==> src/rtl/smem_pkg.sv <==
// Shared field layout and classification types for the scalar-memory
// request sequencer. Assumes the fixed 64-bit instruction layout.
package smem_pkg;
    localparam int INSTR_W  = 64;
    localparam int BREG_FW  = 6;
    localparam int SREG_FW  = 7;
    localparam int OPC_W    = 8;
    localparam int OFF_FW   = 20;
    localparam logic [5:0] FMT_TAG = 6'b110000;

    typedef enum logic [1:0] {
        CLS_LOAD  = 2'd0,
        CLS_BUF   = 2'd1,
        CLS_STORE = 2'd2,
        CLS_NONE  = 2'd3
    } op_class_e;

    typedef struct packed {
        logic [BREG_FW-1:0] sbase;
        logic [SREG_FW-1:0] sdata;
        logic               coherent;
        logic               imm;
        logic [OPC_W-1:0]   opcode;
        logic [5:0]         tag;
        logic [OFF_FW-1:0]  offset;
    } smem_fields_t;
endpackage

==> src/rtl/smem_decode.sv <==
// Splits an instruction word into fields and classifies it.
// Assumes: purely combinational; the caller registers what it keeps.
module smem_decode
    import smem_pkg::*;
(
    input  logic [INSTR_W-1:0] word,
    output smem_fields_t       fields,
    output logic               fmt_ok,
    output logic               op_ok,
    output logic               base_ok,
    output logic               is_write,
    output logic [2:0]         dw_log2
);
    op_class_e  cls;
    logic [4:0] grp;
    logic [2:0] lo;
    logic       unused_word;

    assign unused_word = ^{word[15:13], word[63:52]};

    // Field extraction at the fixed bit positions.
    always_comb begin
        fields.sbase    = word[5:0];
        fields.sdata    = word[12:6];
        fields.coherent = word[16];
        fields.imm      = word[17];
        fields.opcode   = word[25:18];
        fields.tag      = word[31:26];
        fields.offset   = word[51:32];
    end

    // Opcode grouping: upper five bits select the group, lower three the size.
    always_comb begin
        grp = fields.opcode[7:3];
        lo  = fields.opcode[2:0];
        cls = CLS_NONE;
        unique case (grp)
            5'd0:    cls = (lo <= 3'd4) ? CLS_LOAD  : CLS_NONE;
            5'd1:    cls = (lo <= 3'd4) ? CLS_BUF   : CLS_NONE;
            5'd2:    cls = (lo <= 3'd2) ? CLS_STORE : CLS_NONE;
            default: cls = CLS_NONE;
        endcase
        fmt_ok   = (fields.tag == FMT_TAG);
        op_ok    = (cls != CLS_NONE);
        base_ok  = !((cls == CLS_BUF) && fields.sbase[0]);
        is_write = (cls == CLS_STORE);
        dw_log2  = lo;
    end
endmodule

==> src/rtl/smem_addr.sv <==
// Start-address adder: base pair low bits plus a zero-extended byte offset
// taken either from the immediate field or from an offset register.
// Assumes: register values are valid in the cycle they are sampled.
module smem_addr #(
    parameter int ADDR_W = 48,
    parameter int DATA_W = 32,
    parameter int OFF_W  = 20
) (
    input  logic [2*DATA_W-1:0] base_pair,
    input  logic                imm,
    input  logic [OFF_W-1:0]    off_imm,
    input  logic [DATA_W-1:0]   off_reg,
    output logic [ADDR_W-1:0]   start_addr
);
    logic [ADDR_W-1:0]          off_ext;
    logic                       unused_size;

    assign unused_size = ^base_pair[2*DATA_W-1:ADDR_W];

    // Offset source select and 48-bit add (wraps modulo 2^ADDR_W).
    always_comb begin
        off_ext    = imm ? ADDR_W'(off_imm) : ADDR_W'(off_reg);
        start_addr = base_pair[ADDR_W-1:0] + off_ext;
    end
endmodule

==> src/rtl/smem_burst.sv <==
// Burst engine: fetch cycle, then one dword request per handshake.
// Assumes: start is pulsed only while idle; dw_total is 1..MAX_DW.
module smem_burst #(
    parameter int ADDR_W = 48,
    parameter int MAX_DW = 16,
    localparam int CNT_W = $clog2(MAX_DW + 1)
) (
    input  logic              clk,
    input  logic              rst_n,
    input  logic              start,
    input  logic [CNT_W-1:0]  dw_total,
    input  logic [ADDR_W-1:0] start_addr,
    input  logic              req_ready,
    output logic              req_valid,
    output logic [ADDR_W-1:0] req_addr,
    output logic [CNT_W-1:0]  req_idx,
    output logic              busy,
    output logic              fetching,
    output logic              done
);
    typedef enum logic [1:0] {ST_IDLE, ST_FETCH, ST_ISSUE} bst_e;

    bst_e              st_q;
    logic [CNT_W-1:0]  cnt_q;
    logic [CNT_W-1:0]  total_q;
    logic [ADDR_W-1:0] addr_q;
    logic              done_q;

    // State, counter and address progression.
    always_ff @(posedge clk) begin
        if (!rst_n) begin
            st_q    <= ST_IDLE;
            cnt_q   <= '0;
            total_q <= '0;
            addr_q  <= '0;
            done_q  <= 1'b0;
        end else begin
            done_q <= 1'b0;
            unique case (st_q)
                ST_IDLE: begin
                    if (start) begin
                        st_q    <= ST_FETCH;
                        total_q <= dw_total;
                    end
                end
                ST_FETCH: begin
                    addr_q <= start_addr;
                    cnt_q  <= '0;
                    st_q   <= ST_ISSUE;
                end
                ST_ISSUE: begin
                    if (req_ready) begin
                        if (cnt_q == total_q - CNT_W'(1)) begin
                            st_q   <= ST_IDLE;
                            done_q <= 1'b1;
                        end else begin
                            cnt_q  <= cnt_q + CNT_W'(1);
                            addr_q <= addr_q + ADDR_W'(4);
                        end
                    end
                end
                default: st_q <= ST_IDLE;
            endcase
        end
    end

    // Output view of the engine state.
    always_comb begin
        req_valid = (st_q == ST_ISSUE);
        req_addr  = addr_q;
        req_idx   = cnt_q;
        busy      = (st_q != ST_IDLE);
        fetching  = (st_q == ST_FETCH);
        done      = done_q;
    end

    AST_REQ_HOLD: assert property (@(posedge clk) disable iff (!rst_n)
        (req_valid && !req_ready) |=> (req_valid && $stable(req_addr) && $stable(req_idx)))
        else $error("request changed while stalled");

    AST_DONE_AFTER_HS: assert property (@(posedge clk) disable iff (!rst_n)
        done |-> $past(req_valid && req_ready))
        else $error("done without a preceding handshake");

    AST_DONE_PULSE: assert property (@(posedge clk) disable iff (!rst_n)
        done |=> !done)
        else $error("done longer than one cycle");
endmodule

==> src/rtl/smem_req_seq.sv <==
// Scalar memory request sequencer top: accepts one instruction while idle,
// flags malformed words, reads base/offset registers for one cycle, then
// streams dword requests. Assumes register read ports are combinational.
module smem_req_seq
    import smem_pkg::*;
#(
    parameter int ADDR_W = 48,
    parameter int DATA_W = 32,
    parameter int SREG_W = 7,
    parameter int BREG_W = 6,
    parameter int MAX_DW = 16
) (
    input  logic                clk,
    input  logic                rst_n,
    input  logic                instr_valid,
    output logic                instr_ready,
    input  logic [63:0]         instr_word,
    output logic [BREG_W-1:0]   base_idx,
    input  logic [2*DATA_W-1:0] base_val,
    output logic [SREG_W-1:0]   off_idx,
    input  logic [DATA_W-1:0]   off_val,
    output logic [SREG_W-1:0]   data_idx,
    input  logic [DATA_W-1:0]   data_val,
    output logic                req_valid,
    input  logic                req_ready,
    output logic [ADDR_W-1:0]   req_addr,
    output logic                req_write,
    output logic [SREG_W-1:0]   req_reg,
    output logic [DATA_W-1:0]   req_wdata,
    output logic                req_coherent,
    output logic                done,
    output logic                flag_bad_format,
    output logic                flag_bad_opcode,
    output logic                flag_bad_base
);
    localparam int CNT_W = $clog2(MAX_DW + 1);

    smem_fields_t      dec_f;
    smem_fields_t      held_q;
    logic              fmt_ok, op_ok, base_ok, dec_wr;
    logic [2:0]        dec_log2;
    logic              accept, launch;
    logic              wr_q;
    logic              f_fmt_q, f_op_q, f_base_q;
    logic [CNT_W-1:0]  dw_total;
    logic [ADDR_W-1:0] start_addr;
    logic [CNT_W-1:0]  req_idx;
    logic              busy, fetching;

    smem_decode u_dec (
        .word     (instr_word),
        .fields   (dec_f),
        .fmt_ok   (fmt_ok),
        .op_ok    (op_ok),
        .base_ok  (base_ok),
        .is_write (dec_wr),
        .dw_log2  (dec_log2)
    );

    // Acceptance and launch conditions; burst length from the size code.
    always_comb begin
        accept   = instr_valid && instr_ready;
        launch   = accept && fmt_ok && op_ok && base_ok;
        dw_total = CNT_W'(1) << dec_log2;
    end

    // Hold the accepted fields and raise the one-cycle illegal flags.
    always_ff @(posedge clk) begin
        if (!rst_n) begin
            held_q   <= '0;
            wr_q     <= 1'b0;
            f_fmt_q  <= 1'b0;
            f_op_q   <= 1'b0;
            f_base_q <= 1'b0;
        end else begin
            f_fmt_q  <= accept && !fmt_ok;
            f_op_q   <= accept && fmt_ok && !op_ok;
            f_base_q <= accept && fmt_ok && op_ok && !base_ok;
            if (launch) begin
                held_q <= dec_f;
                wr_q   <= dec_wr;
            end
        end
    end

    smem_addr #(
        .ADDR_W (ADDR_W),
        .DATA_W (DATA_W),
        .OFF_W  (OFF_FW)
    ) u_addr (
        .base_pair  (base_val),
        .imm        (held_q.imm),
        .off_imm    (held_q.offset),
        .off_reg    (off_val),
        .start_addr (start_addr)
    );

    smem_burst #(
        .ADDR_W (ADDR_W),
        .MAX_DW (MAX_DW)
    ) u_burst (
        .clk        (clk),
        .rst_n      (rst_n),
        .start      (launch),
        .dw_total   (dw_total),
        .start_addr (start_addr),
        .req_ready  (req_ready),
        .req_valid  (req_valid),
        .req_addr   (req_addr),
        .req_idx    (req_idx),
        .busy       (busy),
        .fetching   (fetching),
        .done       (done)
    );

    // Register-port indices and per-request attributes.
    always_comb begin
        instr_ready     = !busy;
        base_idx        = held_q.sbase;
        off_idx         = held_q.offset[SREG_W-1:0];
        req_reg         = held_q.sdata + SREG_W'(req_idx);
        data_idx        = req_reg;
        req_write       = wr_q;
        req_wdata       = wr_q ? data_val : '0;
        req_coherent    = held_q.coherent;
        flag_bad_format = f_fmt_q;
        flag_bad_opcode = f_op_q;
        flag_bad_base   = f_base_q;
    end

    AST_FLAG_PRIORITY: assert property (@(posedge clk) disable iff (!rst_n)
        $onehot0({flag_bad_format, flag_bad_opcode, flag_bad_base}))
        else $error("more than one illegal flag");

    AST_ILLEGAL_SILENT: assert property (@(posedge clk) disable iff (!rst_n)
        (flag_bad_format || flag_bad_opcode || flag_bad_base) |-> (!req_valid && !fetching))
        else $error("illegal instruction started a burst");

    AST_STORE_MAX: assert property (@(posedge clk) disable iff (!rst_n)
        (req_valid && req_write) |-> (req_idx < CNT_W'(4)))
        else $error("store burst longer than four dwords");

    AST_READY_IDLE: assert property (@(posedge clk) disable iff (!rst_n)
        instr_ready |-> !req_valid)
        else $error("instruction accepted during a burst");
endmodule

==> config.mk <==
export PLATFORM = sky130hd
export DESIGN_NAME = smem_req_seq
export DESIGN_NICKNAME = d
export VERILOG_FILES = /design/src/rtl/smem_pkg.sv /design/src/rtl/smem_decode.sv /design/src/rtl/smem_addr.sv /design/src/rtl/smem_burst.sv /design/src/rtl/smem_req_seq.sv
export SDC_FILE = /design/constraint.sdc
export NUM_CORES = 1
export LEC_CHECK = 0
export CAP_MARGIN = 25
export CORE_AREA = 10 10 139 141
export DETAILED_ROUTE_END_ITERATION = 10
export DIE_AREA = 0 0 149 151
export DONT_BUFFER_PORTS = 1
export HOLD_SLACK_MARGIN = 0.1
export PLACE_DENSITY_LB_ADDON = 0.1
export SYNTH_ARGS = -nofsm -noshare
export SYNTH_HDL_FRONTEND = slang
export SYNTH_SLANG_ARGS = --single-unit
==> constraint.sdc <==
create_clock -name clk -period 3.8 [get_ports clk]
set_input_delay 0.57 -clock clk [delete_from_list [all_inputs] [get_ports clk]]
set_output_delay 0.57 -clock clk [all_outputs]
set_load 0.02 [all_outputs]
# Word level (Yosys, flattened, before mapping)
# Index checks and enable logic that the tools add are counted.
# classes
addsub,5
n_mul,0
n_div,0
n_lt_le_gt_ge,2
n_eq_ne,13
shift,1
mux,17
bitwise_logic,0
reduce_logical,20
# ops
cell,count
$mux 48,2
$pmux 48 s2,1
$mux 32,2
$add 48x3->48 const B,1
$add 48x48->48,1
$pmux 2 s3,2
$mux 2,5
$mux 5,2
$pmux 5 s2,1
$reduce_and 3->1,3
$logic_and 1x1->1,8
$add 7x5->7,1
$eq 6x6->1 const B,1
$ne 2x2->1 const B,3
$add 5x1->5 const B,1
$eq 5x1->1 const B,1
$eq 5x2->1 const B,1
$eq 5x5->1,1
$logic_not 5->1,1
$shl 1x3->5 const A,1
$sub 5x1->5 const B,1
$eq 2x1->1 const B,2
$eq 2x2->1 const B,2
$logic_not 1->1,4
other kinds (7),10
# totals
reg_bits,100
latchBits,0
ramBits,0
mem_bits_ro,0
input_bits,196
out_inout_bits,115
elab_cells,72
n_memories,0

# Longest topological paths before layout
# Gate-level depths: netlist (run 1).
# logic_depth
depth_word,9
depth_mapped,15
ltp_nobuf,12

# Hierarchy
# From an unflattened synthesis (run 1), not the netlist that was laid out.
# unflattened
hier_cells,1178
area_unflattened_um2,9006.1
# by_module_without_submodules
module,n_inst,cells_per_inst,area_per_inst_um2,seq_area_each_um2
smem_burst,1,492,3657.3,1221.2
smem_addr,1,369,2577.5,0.0
smem_req_seq,1,255,2297.2,780.7
smem_decode,1,62,474.2,0.0

# Worst setup path after synthesis (run 1)
# Ideal clock, no wire load.
# synth_path
path_kind,register to register
startpoint,register held_q[34] (netlist name)
endpoint,"register u_burst.addr_q[45], in the netlist u_burst.req_addr[45]"
setup_time_ps,58
arrival_ps,3390
required_ps,3742
slack_ps,351
stages_incl_launch_ff,15
path_buffers,3
synth_period_minus_slack_ps,3449
cell_sequence,dfxtp_1 clkbuf_1 clkbuf_1 mux2_2 ha_1 a21oi_2 o21a_1 o21ba_1 a31oi_4 a211oi_2 a22o_1 buf_6 or4_1 a21oi_1 o21a_1
# synth_between
elab_chain_len,3
# synth_lines
item,line,source
from (decl),smem_req_seq.sv:39,smem_fields_t held_q;
from (signal assigned),smem_req_seq.sv:70,held_q <= '0;
from (signal assigned),smem_req_seq.sv:80,held_q <= dec_f;
$mux 32,smem_addr.sv:22,off_ext = imm ? ADDR_W'(off_imm) : ADDR_W'(off_reg);
$add 48x48->48,smem_addr.sv:23,start_addr = base_pair[ADDR_W-1:0] + off_ext;
$pmux 48 s2,smem_burst.sv:39,unique case (st_q)
to (signal assigned),smem_burst.sv:47,addr_q <= start_addr;
to (signal assigned),smem_burst.sv:58,addr_q <= addr_q + ADDR_W'(4);
to (decl),smem_burst.sv:26,logic [ADDR_W-1:0] addr_q;
# No other way between the ends.
# A chain may end at the register's enable or synchronous reset.

# Worst setup path after layout (run 1)
# layout_path
startpoint,register held_q[34] (netlist name)
endpoint,"register u_burst.addr_q[43], in the netlist u_burst.req_addr[43]"
# The elaborated chain is that of the path after synthesis.

==> results of run 1 <==
## sequential cells by signal (all words and copies together) (netlist names)
register	flops
u_burst.st_q	2
flag_bad_format	1
u_burst.total_q	5
req_write	1
u_burst.req_idx	5
off_idx	7
flag_bad_base	1
u_burst.req_addr	48
base_idx	6
u_burst.done	1
flag_bad_opcode	1
req_coherent	1
held_q	21
## kinds of logic (layout without fill, tap and decap cells)
| kind of cell | count (synthesis) | count (layout) | share of synthesized area (%) |
|---|---|---|---|
| XOR/XNOR | 56 | 56 | 6.30 |
| adder cells (fa/ha/maj) | 42 | 42 | 6.94 |
| buffers and inverters | 110 | 66 | 6.44 |
| multiplexers | 23 | 23 | 3.29 |
| flip-flops | 100 | 100 | 25.7 |
| AND/OR/NAND/NOR | 416 | 416 | 26.4 |
| AO/OA/AOI/OAI | 326 | 326 | 24.9 |
## worst register-to-register path, stage by stage (launching register included)
cell and delay (ns):
dfxtp_1 0.39, buf_12 0.21, mux2_2 0.38, ha_1 0.35, a21oi_1 0.21, o21ai_1 0.12, o32ai_1 0.46, a31oi_4 0.09
a211oi_2 0.36, a22o_2 0.34, nor4_1 0.10, xnor2_1 0.19, o22ai_1 0.10
## what timing repair did
| item | CTS | global route |
|---|---|---|
| endpoints found under the setup margin | 0 | 4 |
| setup buffers | 0 | 0 |
| hold endpoints to repair | 0 | 0 |
| gates resized for setup | 0 | 4 |
## metal layers
metal | up-vias | routed length (microns) | GRT usage (%)
met3 | 20 | 2620 | 7.61
li1 | 3723 | - | -
met2 | 289 | 12700 | 38.2
met4 | 0 | 491 | 5.35
met1 | 3419 | 10300 | 25.0
met5 | - | 0 | 0
## placed cells by master, fill, tap and decap left out, drive strengths merged, types with 26 or more instances in the layout
| master | Yosys | final |
|---|---|---|
| inv | 27 | 27 |
| dfxtp | 100 | 100 |
| nor2 | 73 | 73 |
| nand2 | 151 | 151 |
| ha | 40 | 40 |
| nand4 | 26 | 26 |
| xnor2 | 39 | 39 |
| nor3 | 26 | 26 |
| o21ai | 74 | 74 |
| and2 | 35 | 35 |
| nand3 | 36 | 36 |
| a21oi | 143 | 143 |
## how the worst max path moves through the flow
| stage | start | endpoint | slack, ns | cells after the start |
|---|---|---|---|---|
| after global placement | held_q[34] | u_burst.req_addr[45] | 0.23 | 12 |
| after global routing | held_q[34] | u_burst.req_addr[28] | 0.004 | 12 |
| after floorplan | held_q[34] | u_burst.req_addr[45] | 0.35 | 14 |
| final | held_q[34] | u_burst.req_addr[43] | 0.33 | 12 |
| after detailed placement | held_q[34] | u_burst.req_addr[45] | 0.21 | 12 |
| after CTS | held_q[34] | u_burst.req_addr[45] | 0.18 | 12 |
## per-stage QoR
stage	setup slack (ns)	utilization (%)
floorplan	0.351	-
global placement	0.230	47.8
detailed placement	0.209	47.8
CTS	0.183	49.3
global route	0.00367	49.4
finish	0.329	49.4
## report_power, final
| group | internal, mW | switching (mW) |
|---|---|---|
| Combinational | 0.171 | 0.247 |
| Sequential | 1.05 | 0.00198 |
| Clock | 0.442 | 0.422 |
| Total | 1.66 | 0.671 |
## final cells by class
cell class	instances	area share, %
multi-input cells	863	65.2
flip-flops and latches	100	24.6
well taps	220	3.38
clock buffers	11	2.86
repair buffers	24	2.37
inverters	27	1.25
clock inverters	4	0.338
==> metrics, run 1 <==
CTS H-tree lvls 3; cell taking the most area after synthesis dfxtp_1; CTS max path bufs 2; Tcrit/Tclk final 91.3%; maxcap violations 0; worst path cell trace buf_12 > mux2_2 > ha_1 > a21oi_1 > o21ai_1 > o32ai_1 > a31oi_4 > a211oi_2 > a22o_2 > nor4_1 > xnor2_1 > o22ai_1; dominant synthesized flop cell dfxtp_1; placed cell areas 0.00786 sq mm; Row Count between 40 and 50; CP endpoint kind register; Placer Congestion roughly 0.87; 1st-iter DRT viols 447; Final nets 1263; Root Driver clkbuf_16; Synth cell types 71; number of port buffers 0; Non-Filler Instances 1249; TritonCTS buffer count 9; drt wl/cell 20.9 microns; Die H 151 microns; total power around 2.3 mW; post-synthesis register bit count 100; Tmin final about 3.5 ns; Hold Path Stages 2; Multi-input gate area between 0.005 and 0.006 sq mm; Slew @ Worst Pin 1.05 ns; EDFF count, synth 0; FF-to-FF path depth 12; first drt pass iteration count 5; grt total ovfl 0; Max Clock Freq 288 MHz; mapped cell area approximately 0.0078 sq mm; leading cell types by count after synthesis 151 x nand2_1, 142 x a21oi_1, 100 x dfxtp_1; effective utilization at floorplan 47.3%; Arr. time, crit path 3.67 ns; CTS tree built; largest net degree at the start of global routing 45; Post-Synthesis Cells approximately 1100; kind of cell adding the most delay to the critical path compound AO/OA/AOI/OAI gates; hold_ws 0.343 ns; max incr delay on CP ~0.46 ns; dpl cells 1234; Hold Path End held_q[9]; Synth Area per Inst 7.26 sq um; RSZ-0062 raised after global routing false; most frequent cell after synthesis nand2_1; worst hold path class primary input to register; CP max-delay cell o32ai_1; vias in the first global route 7050; hold path startpoint instr_word[41]; Layout area overhead 4.43%; TNS Setup 0 ns; syn_nets between 1000 and 1500; CTS Hold Bufs 0; clk_skew about 0.011 ns; Startpoint Class register; worst path bufs/invs 1; first-pass GRT wire length 39400 microns; Final Slew Violations 0; Clock Latency Late Sink 0.36 ns; post-route ant nets 0; initial antenna violation count 1; P_leak about 2.9 nW; Routed WL about 26000 microns; synth top area cells dfxtp_1 26%, a21oi_1 9.1%, nand2_1 7.3%, ha_1 6.4%, o21ai_0 4.5%; final setup vio count 0; Via-to-Cell Ratio 5.97; register area share after synthesis 25.7%; final hold vios 0; Finished Cell Area 0.00813 sq mm; Clock transition at path regs approximately 0.07 ns; die area 0.0225 sq mm; top-area cell type share of the netlist area 25.7%; Yosys warnings 0; area of the core 0.0165 sq mm; layout cell share with drive strength beyond 1 7.68%; r2r setup slk 0.33 ns; DP HPWL between 20000 and 25000 microns; Storage cell area 0.00200 sq mm; ys async rst share 0%; CP max FO 32; I/O pin total just over 300; total track usage 21.8%; status finished, final reports clean; via count roughly 7500; n_diodes 0; Reg-to-Reg Start held_q[34]; Slew HR 29.6%; Req. time, crit path 4.00 ns; fill count 1710; die width between 100 and 150 microns; DRC viols 0; clk sinks 100; Max VDD drop a little over 0.2 mV; critical path class register to register; power per cell area between 200 and 300 mW/mm^2; reg2reg end u_burst.req_addr[43]
(Power assumes the default switching activity.)
==> inputs of run 2 (changes only) <==
==> constraint.sdc (replaced) <==
create_clock -name clk -period 3.8 [get_ports clk]
set_input_delay 0.19 -clock clk [delete_from_list [all_inputs] [get_ports clk]]
set_output_delay 0.19 -clock clk [all_outputs]
set_load 0.02 [all_outputs]
==> metrics, run 2 (synthesized netlist as in run 1, its figures left out) <==
Cell Int Power 1.77 mW (+6.8%); met2 usage 40.0% (+1.8 points); Non-Filler Instances 1311 (+5.0%); max reg flops 48 (unchanged); Row Count 47 (unchanged); Clock Latency Late Sink 0.35 ns (about the same); clk sinks 100 (unchanged); FF-to-FF path depth 12 (unchanged); initial antenna violation count 2 (+1); commonest non-fill, non-tap cells in the layout 151 x nand2_1, 141 x a21oi_1, 100 x dfxtp_1, 72 x nor2_1, 69 x o21ai_0; Routed WL 26900 microns (+3.1%); CP max FO 32 (unchanged); critical path class register to register; P_leak 3.13 nW (+9.1%); TritonCTS buffer count 9 (unchanged); r2r setup slk 0.28 ns (-0.05 ns); Max VDD drop 0.223 mV (+9.5%); first drt pass iteration count 4 (-1); Finished Core Util 53.4% (+4.0 points); CTS max path bufs 2 (unchanged); largest net degree at the start of global routing 45 (unchanged); commonest non-fill, non-tap cell in the layout nand2_1; Reg-to-Reg Start held_q[34]; DP HPWL 20500 microns (-0.50%); grt total ovfl 0 (unchanged); Via-to-Cell Ratio 5.83 (-2.2%); GR Layer Usage met3 7.82% (+0.21 points); number of port buffers 0 (unchanged); Hold Path Stages 3 (+1); drt wl/cell 20.5 microns (-1.8%); TNS Setup 0 ns (unchanged); first-pass GRT wire length 41200 microns (+4.5%); worst hold path class primary input to register; Startpoint Class register; Hold Path End u_burst.req_addr[0]; die width 149 microns (unchanged); Slew HR 31.3% (+1.7 points); RSZ-0062 raised after global routing false; CTS tree built; hold path startpoint base_val[0]; Tmin final 3.52 ns (+0.0519 ns); P_sw 715 uW (+6.6%); layout cell share with drive strength beyond 1 7.16% (-0.52 points); Combinational Power Share 19.1% (+1.2 points); total power 2.49 mW (+6.8%); Max Clock Freq 284 MHz (-1.5%); Clock transition at path regs 0.08 ns (about the same); CTS H-tree lvls 3 (unchanged); dpl cells 1230 (-0.32%); post-route ant nets 0 (unchanged); status finished, final reports clean; busiest grt layer met2; Placer Congestion 0.861 (-0.92%); Final nets 1323 (+4.8%); clk_skew 0.0105 ns (-0.000452 ns); power share of the clock group 38.7% (+1.7 points); die area 0.0225 sq mm (unchanged); final hold vios 0 (unchanged); Switching Share 28.7% (-0.055 points); power per cell area 283 mW/mm^2 (-1.2%); total track usage 23.0% (+1.1 points); CP endpoint kind register; effective utilization at floorplan 47.3% (unchanged); Layout area overhead 12.8%; Final Slew Violations 0 (unchanged); Tcrit/Tclk final 92.7% (+1.4 points); Root Driver clkbuf_16; via count 7648 (+2.6%); 1st-iter DRT viols 435 (-2.7%); Arr. time, crit path 3.82 ns (+0.15 ns); DRC viols 0 (unchanged); I/O pin total 311 (unchanged); final setup vio count 0 (unchanged); Req. time, crit path 4.10 ns (+0.10 ns); Slew @ Worst Pin 1.02 ns (-0.0255 ns); met1 usage in global routing 26.8% (+1.9 points); area of the core 0.0165 sq mm (unchanged); maxcap violations 0 (unchanged); Die H 151 microns (unchanged); vias in the first global route 7242 (+2.7%); reg2reg end u_burst.req_addr[45]; Reg power frac 42.2% (-2.8 points)
run 2: how the worst max path moves through the flow:
stage / startpoint / endpoint / slack (ns)
final: held_q[34] / u_burst.req_addr[45] / 0.28
after global routing: held_q[34] / u_burst.req_addr[43] / 0.03
after CTS: held_q[34] / u_burst.req_addr[43] / 0.19
after detailed placement: held_q[34] / u_burst.req_addr[43] / 0.22
after global placement: held_q[34] / u_burst.req_addr[45] / 0.26
after floorplan: held_q[34] / u_burst.req_addr[45] / 0.35
run 2: power by group through the flow:
stage,clock network [mW],logic (mW),registers (mW)
floorplan,0,0.338,1.07
global placement,0,0.412,1.07
detailed placement,0,0.412,1.07
CTS,0.993,0.472,1.05
global route,1.03,0.532,1.05
finish,0.964,0.475,1.05
run 2: timing repair:
action                                  in CTS  in global routing
hold endpoints to repair                    77                  0
resized for setup                            0                  3
endpoints found under the setup margin       0                  9
buffers inserted                             0                  0
hold buffers                                63                  0
run 2: metal layers:
| layer | share of wire, % | up-vias | wire [microns] |
|---|---|---|---|
| met2 | 50 | 259 | 13300 |
| met1 | 41 | 3520 | 11000 |
| met3 | 8.3 | 17 | 2250 |
| met5 | 0 | - | 0 |
| li1 | - | 3852 | - |
| met4 | 1.3 | 0 | 349 |
run 2: per-stage QoR:
| stage | hold WS [ns] | cell area (sq um) | setup slack (ns) |
|---|---|---|---|
| after floorplan | 0.326 | 7790 | 0.351 |
| after global placement | 0.316 | 7830 | 0.259 |
| after detailed placement | 0.323 | 7830 | 0.216 |
| after CTS | 0.107 | 8760 | 0.191 |
| after global routing | 0.127 | 8790 | 0.0270 |
| final | 0.123 | 8790 | 0.277 |
run 2: worst max-delay path, stage by stage (launching register included):
cell	delay, ns
dfxtp_1	0.38
buf_12	0.20
mux2_2	0.35
ha_1	0.35
nand2_1	0.11
nor3b_1	0.34
o21ai_1	0.21
a31oi_4	0.29
a211oi_2	0.15
a22o_2	0.34
or4_1	0.48
a21oi_1	0.15
o21a_1	0.11
run 2: final cells by class:
| type | instances | area, sq um |
|---|---|---|
| Multi-Input combinational cell | 863 | 5300 |
| Clock inverter | 7 | 75.1 |
| Antenna cell | 1 | 2.50 |
| Timing Repair Buffer | 84 | 808 |
| Sequential cell | 100 | 2000 |
| Clock buffer | 9 | 225 |
| Fill cell | 1692 | 7680 |
| Tap cell | 220 | 275 |
| Inverter | 27 | 101 |
==> inputs of run 3 (changes only) <==
--- a/config.mk
+++ b/config.mk
@@ -6,9 +6,11 @@
 export NUM_CORES = 1
 export LEC_CHECK = 0
 export CAP_MARGIN = 25
-export CORE_AREA = 10 10 139 141
+export CELL_PAD_IN_SITES_DETAIL_PLACEMENT = 0
+export CELL_PAD_IN_SITES_GLOBAL_PLACEMENT = 2
+export CORE_AREA = 10 10 170 172
 export DETAILED_ROUTE_END_ITERATION = 10
-export DIE_AREA = 0 0 149 151
+export DIE_AREA = 0 0 180 182
 export DONT_BUFFER_PORTS = 1
 export HOLD_SLACK_MARGIN = 0.1
 export PLACE_DENSITY_LB_ADDON = 0.1
==> constraint.sdc (replaced) <==
create_clock -name clk -period 3.2 [get_ports clk]
set_input_delay 0.16 -clock clk [delete_from_list [all_inputs] [get_ports clk]]
set_output_delay 0.16 -clock clk [all_outputs]
set_load 0.02 [all_outputs]
==> metrics, run 3 (synthesized netlist as in run 1, its figures left out) <==
status finished, violations left; failing checks negative setup slack; Finished Cell Area 0.0106 sq mm (+21%); Combinational Power Share 24.7% (+5.6 points); 1st-iter DRT viols 333 (-23%); max reg flops 48 (unchanged); RSZ-0062 raised after global routing true; first drt pass iteration count 5 (+1); n_diodes 0 (-1); Max VDD drop 0.229 mV (+2.5%); CTS tree built; post-route ant nets 0 (unchanged); Slew HR 37.1% (+5.7 points); DRC viols 0 (unchanged); power per cell area 320 mW/mm^2 (+13%); Max Clock Freq 310 MHz (+9.3%); layout cell share with drive strength beyond 1 22.5% (+15 points); first-pass GRT wire length 48800 microns (+18%); Die H 182 microns (+21%); clk_skew 0.0133 ns (+0.00276 ns); CP max-delay cell or4_4; max incr delay on CP 0.49 ns (about the same); Root Driver clkbuf_16; I/O pin total 311 (unchanged); area of the core 0.0256 sq mm (+56%); critical path class register to register; dpl cells 1473 (+20%); clk sinks 100 (unchanged); die width 180 microns (+21%); total track usage 18.3% (-4.7 points); via count 8207 (+7.3%); Switching Share 28.1% (-0.63 points); TritonCTS buffer count 9 (unchanged); final setup vio count 1 (+1); Placer Congestion 0.832 (-3.4%); grt total ovfl 0 (unchanged); commonest non-fill, non-tap cells in the layout 150 x buf_4, 144 x nand2_1, 130 x a21oi_1, 99 x dfxtp_1, 70 x nor2_1; effective utilization at floorplan 30.4% (-17 points); Finished Core Util 41.4% (-12 points); Non-Filler Instances 1564 (+19%); Tmin final 3.22 ns (-0.301 ns); Final Slew Violations 0 (unchanged); drt wl/cell 19.9 microns (-3.1%); CTS max path bufs 2 (unchanged); die area 0.0328 sq mm (+46%); crit-path most repeated cell buf_4; Row Count 59 (+26%); worst hold path class primary input to register; TNS Setup -0.0221 ns (-0.0221 ns); number of port buffers 0 (unchanged); CP endpoint kind register; maxcap violations 0 (unchanged); Via-to-Cell Ratio 5.25 (-10%); final hold vios 0 (unchanged); power share of the clock group 38.6% (about the same); Layout area overhead 36.2%; initial antenna violation count 0 (-2); Cell Int Power 2.44 mW (+38%); placed cell areas 0.00894 sq mm (+14%); CP max FO 8 (-75%); CTS H-tree lvls 3 (unchanged); Final nets 1463 (+11%); Startpoint Class register; P_sw 953 uW (+33%); commonest non-fill, non-tap cell in the layout buf_4; largest net degree at the start of global routing 45 (unchanged); Req. time, crit path 3.52 ns (-0.58 ns); Routed WL 31100 microns (+16%); Clock Latency Late Sink 0.36 ns (about the same); P_leak 3.96 nW (+26%); Slew @ Worst Pin 0.942 ns (-0.0802 ns); Tcrit/Tclk final 101% (+8.0 points); vias in the first global route 8446 (+17%); DP HPWL 23800 microns (+16%); Setup WS post-layout -0.0221 ns (-0.299 ns); Clock transition at path regs 0.08 ns (about the same); worst path cell trace buf_8 > buf_12 > mux2_2 > ha_1 > buf_4 > nand2_2 > nor2_4 > o32ai_1 > buf_4 > a31oi_4 > a211oi_4 > a22o_4 > or4_4 > a21oi_2 > o21a_1; Reg power frac 36.7% (-5.5 points); Arr. time, crit path 3.54 ns (-0.28 ns); total power 3.39 mW (+36%)
run 3: final cells by class:
| cell class | count | area [sq um] |
|---|---|---|
| Inverter | 27 | 101 |
| Clock inverter | 6 | 111 |
| Sequential cell | 100 | 2000 |
| Multi-Input combinational cell | 863 | 5820 |
| Fill cell | 2697 | 15000 |
| Tap cell | 335 | 419 |
| Timing Repair Buffer | 224 | 1920 |
| Clock buffer | 9 | 225 |
run 3: layer usage:
layer / GRT usage (%) / vias up / share of wire, %
met5: 0 / - / 0
met4: 3.90 / 0 / 1.0
met3: 6.88 / 19 / 8.5
met2: 31.5 / 240 / 49
met1: 21.2 / 3819 / 42
li1: - / 4129 / -
run 3: metrics by stage:
step                hold WS [ns]  setup WS (ns)
floorplan                  0.296         0.0212
global placement           0.286         -0.268
finish                    0.0961        -0.0221
CTS                        0.102        -0.0254
global route               0.120         -0.145
detailed placement         0.289         -0.285
run 3: critical path: cells and delay by family (launching register included):
family | cells | cell delay (ns)
AO/OA/AOI/OAI | 6 | 0.92
AND/OR/NAND/NOR | 3 | 0.67
buffers and inverters | 4 | 0.57
flip-flops | 1 | 0.36
multiplexers | 1 | 0.34
adder cells (fa/ha/maj) | 1 | 0.30
run 3: path summary, 6_finish.rpt:
kind | startpoint | end | slack [ns] | cells after the start
worst min-delay path | base_val[0] | u_burst.req_addr[0] | 0.1 | 3
worst max-delay path | held_q[34] | u_burst.req_addr[45] | -0.02 | 15
worst max register to register | held_q[34] | u_burst.req_addr[45] | -0.02 | 15
worst min register to register | held_q[15] | held_q[15] | 0.45 | 2
run 3: power groups by stage:
stage,sequential (mW),clock [mW],combinational [mW]
after CTS,1.25,1.35,0.777
after floorplan,1.28,0,0.401
after global placement,1.28,0,0.656
after global routing,1.25,1.40,0.927
after detailed placement,1.28,0,0.653
final,1.25,1.31,0.837
run 3: repair_timing:
action,CTS,global route
setup endpoints to repair,20,25
gates resized for setup,42,62
gates cloned,1,0
endpoints found under the hold margin,77,0
hold buffers,68,0
setup buffers,5,3
pin swaps,13,35
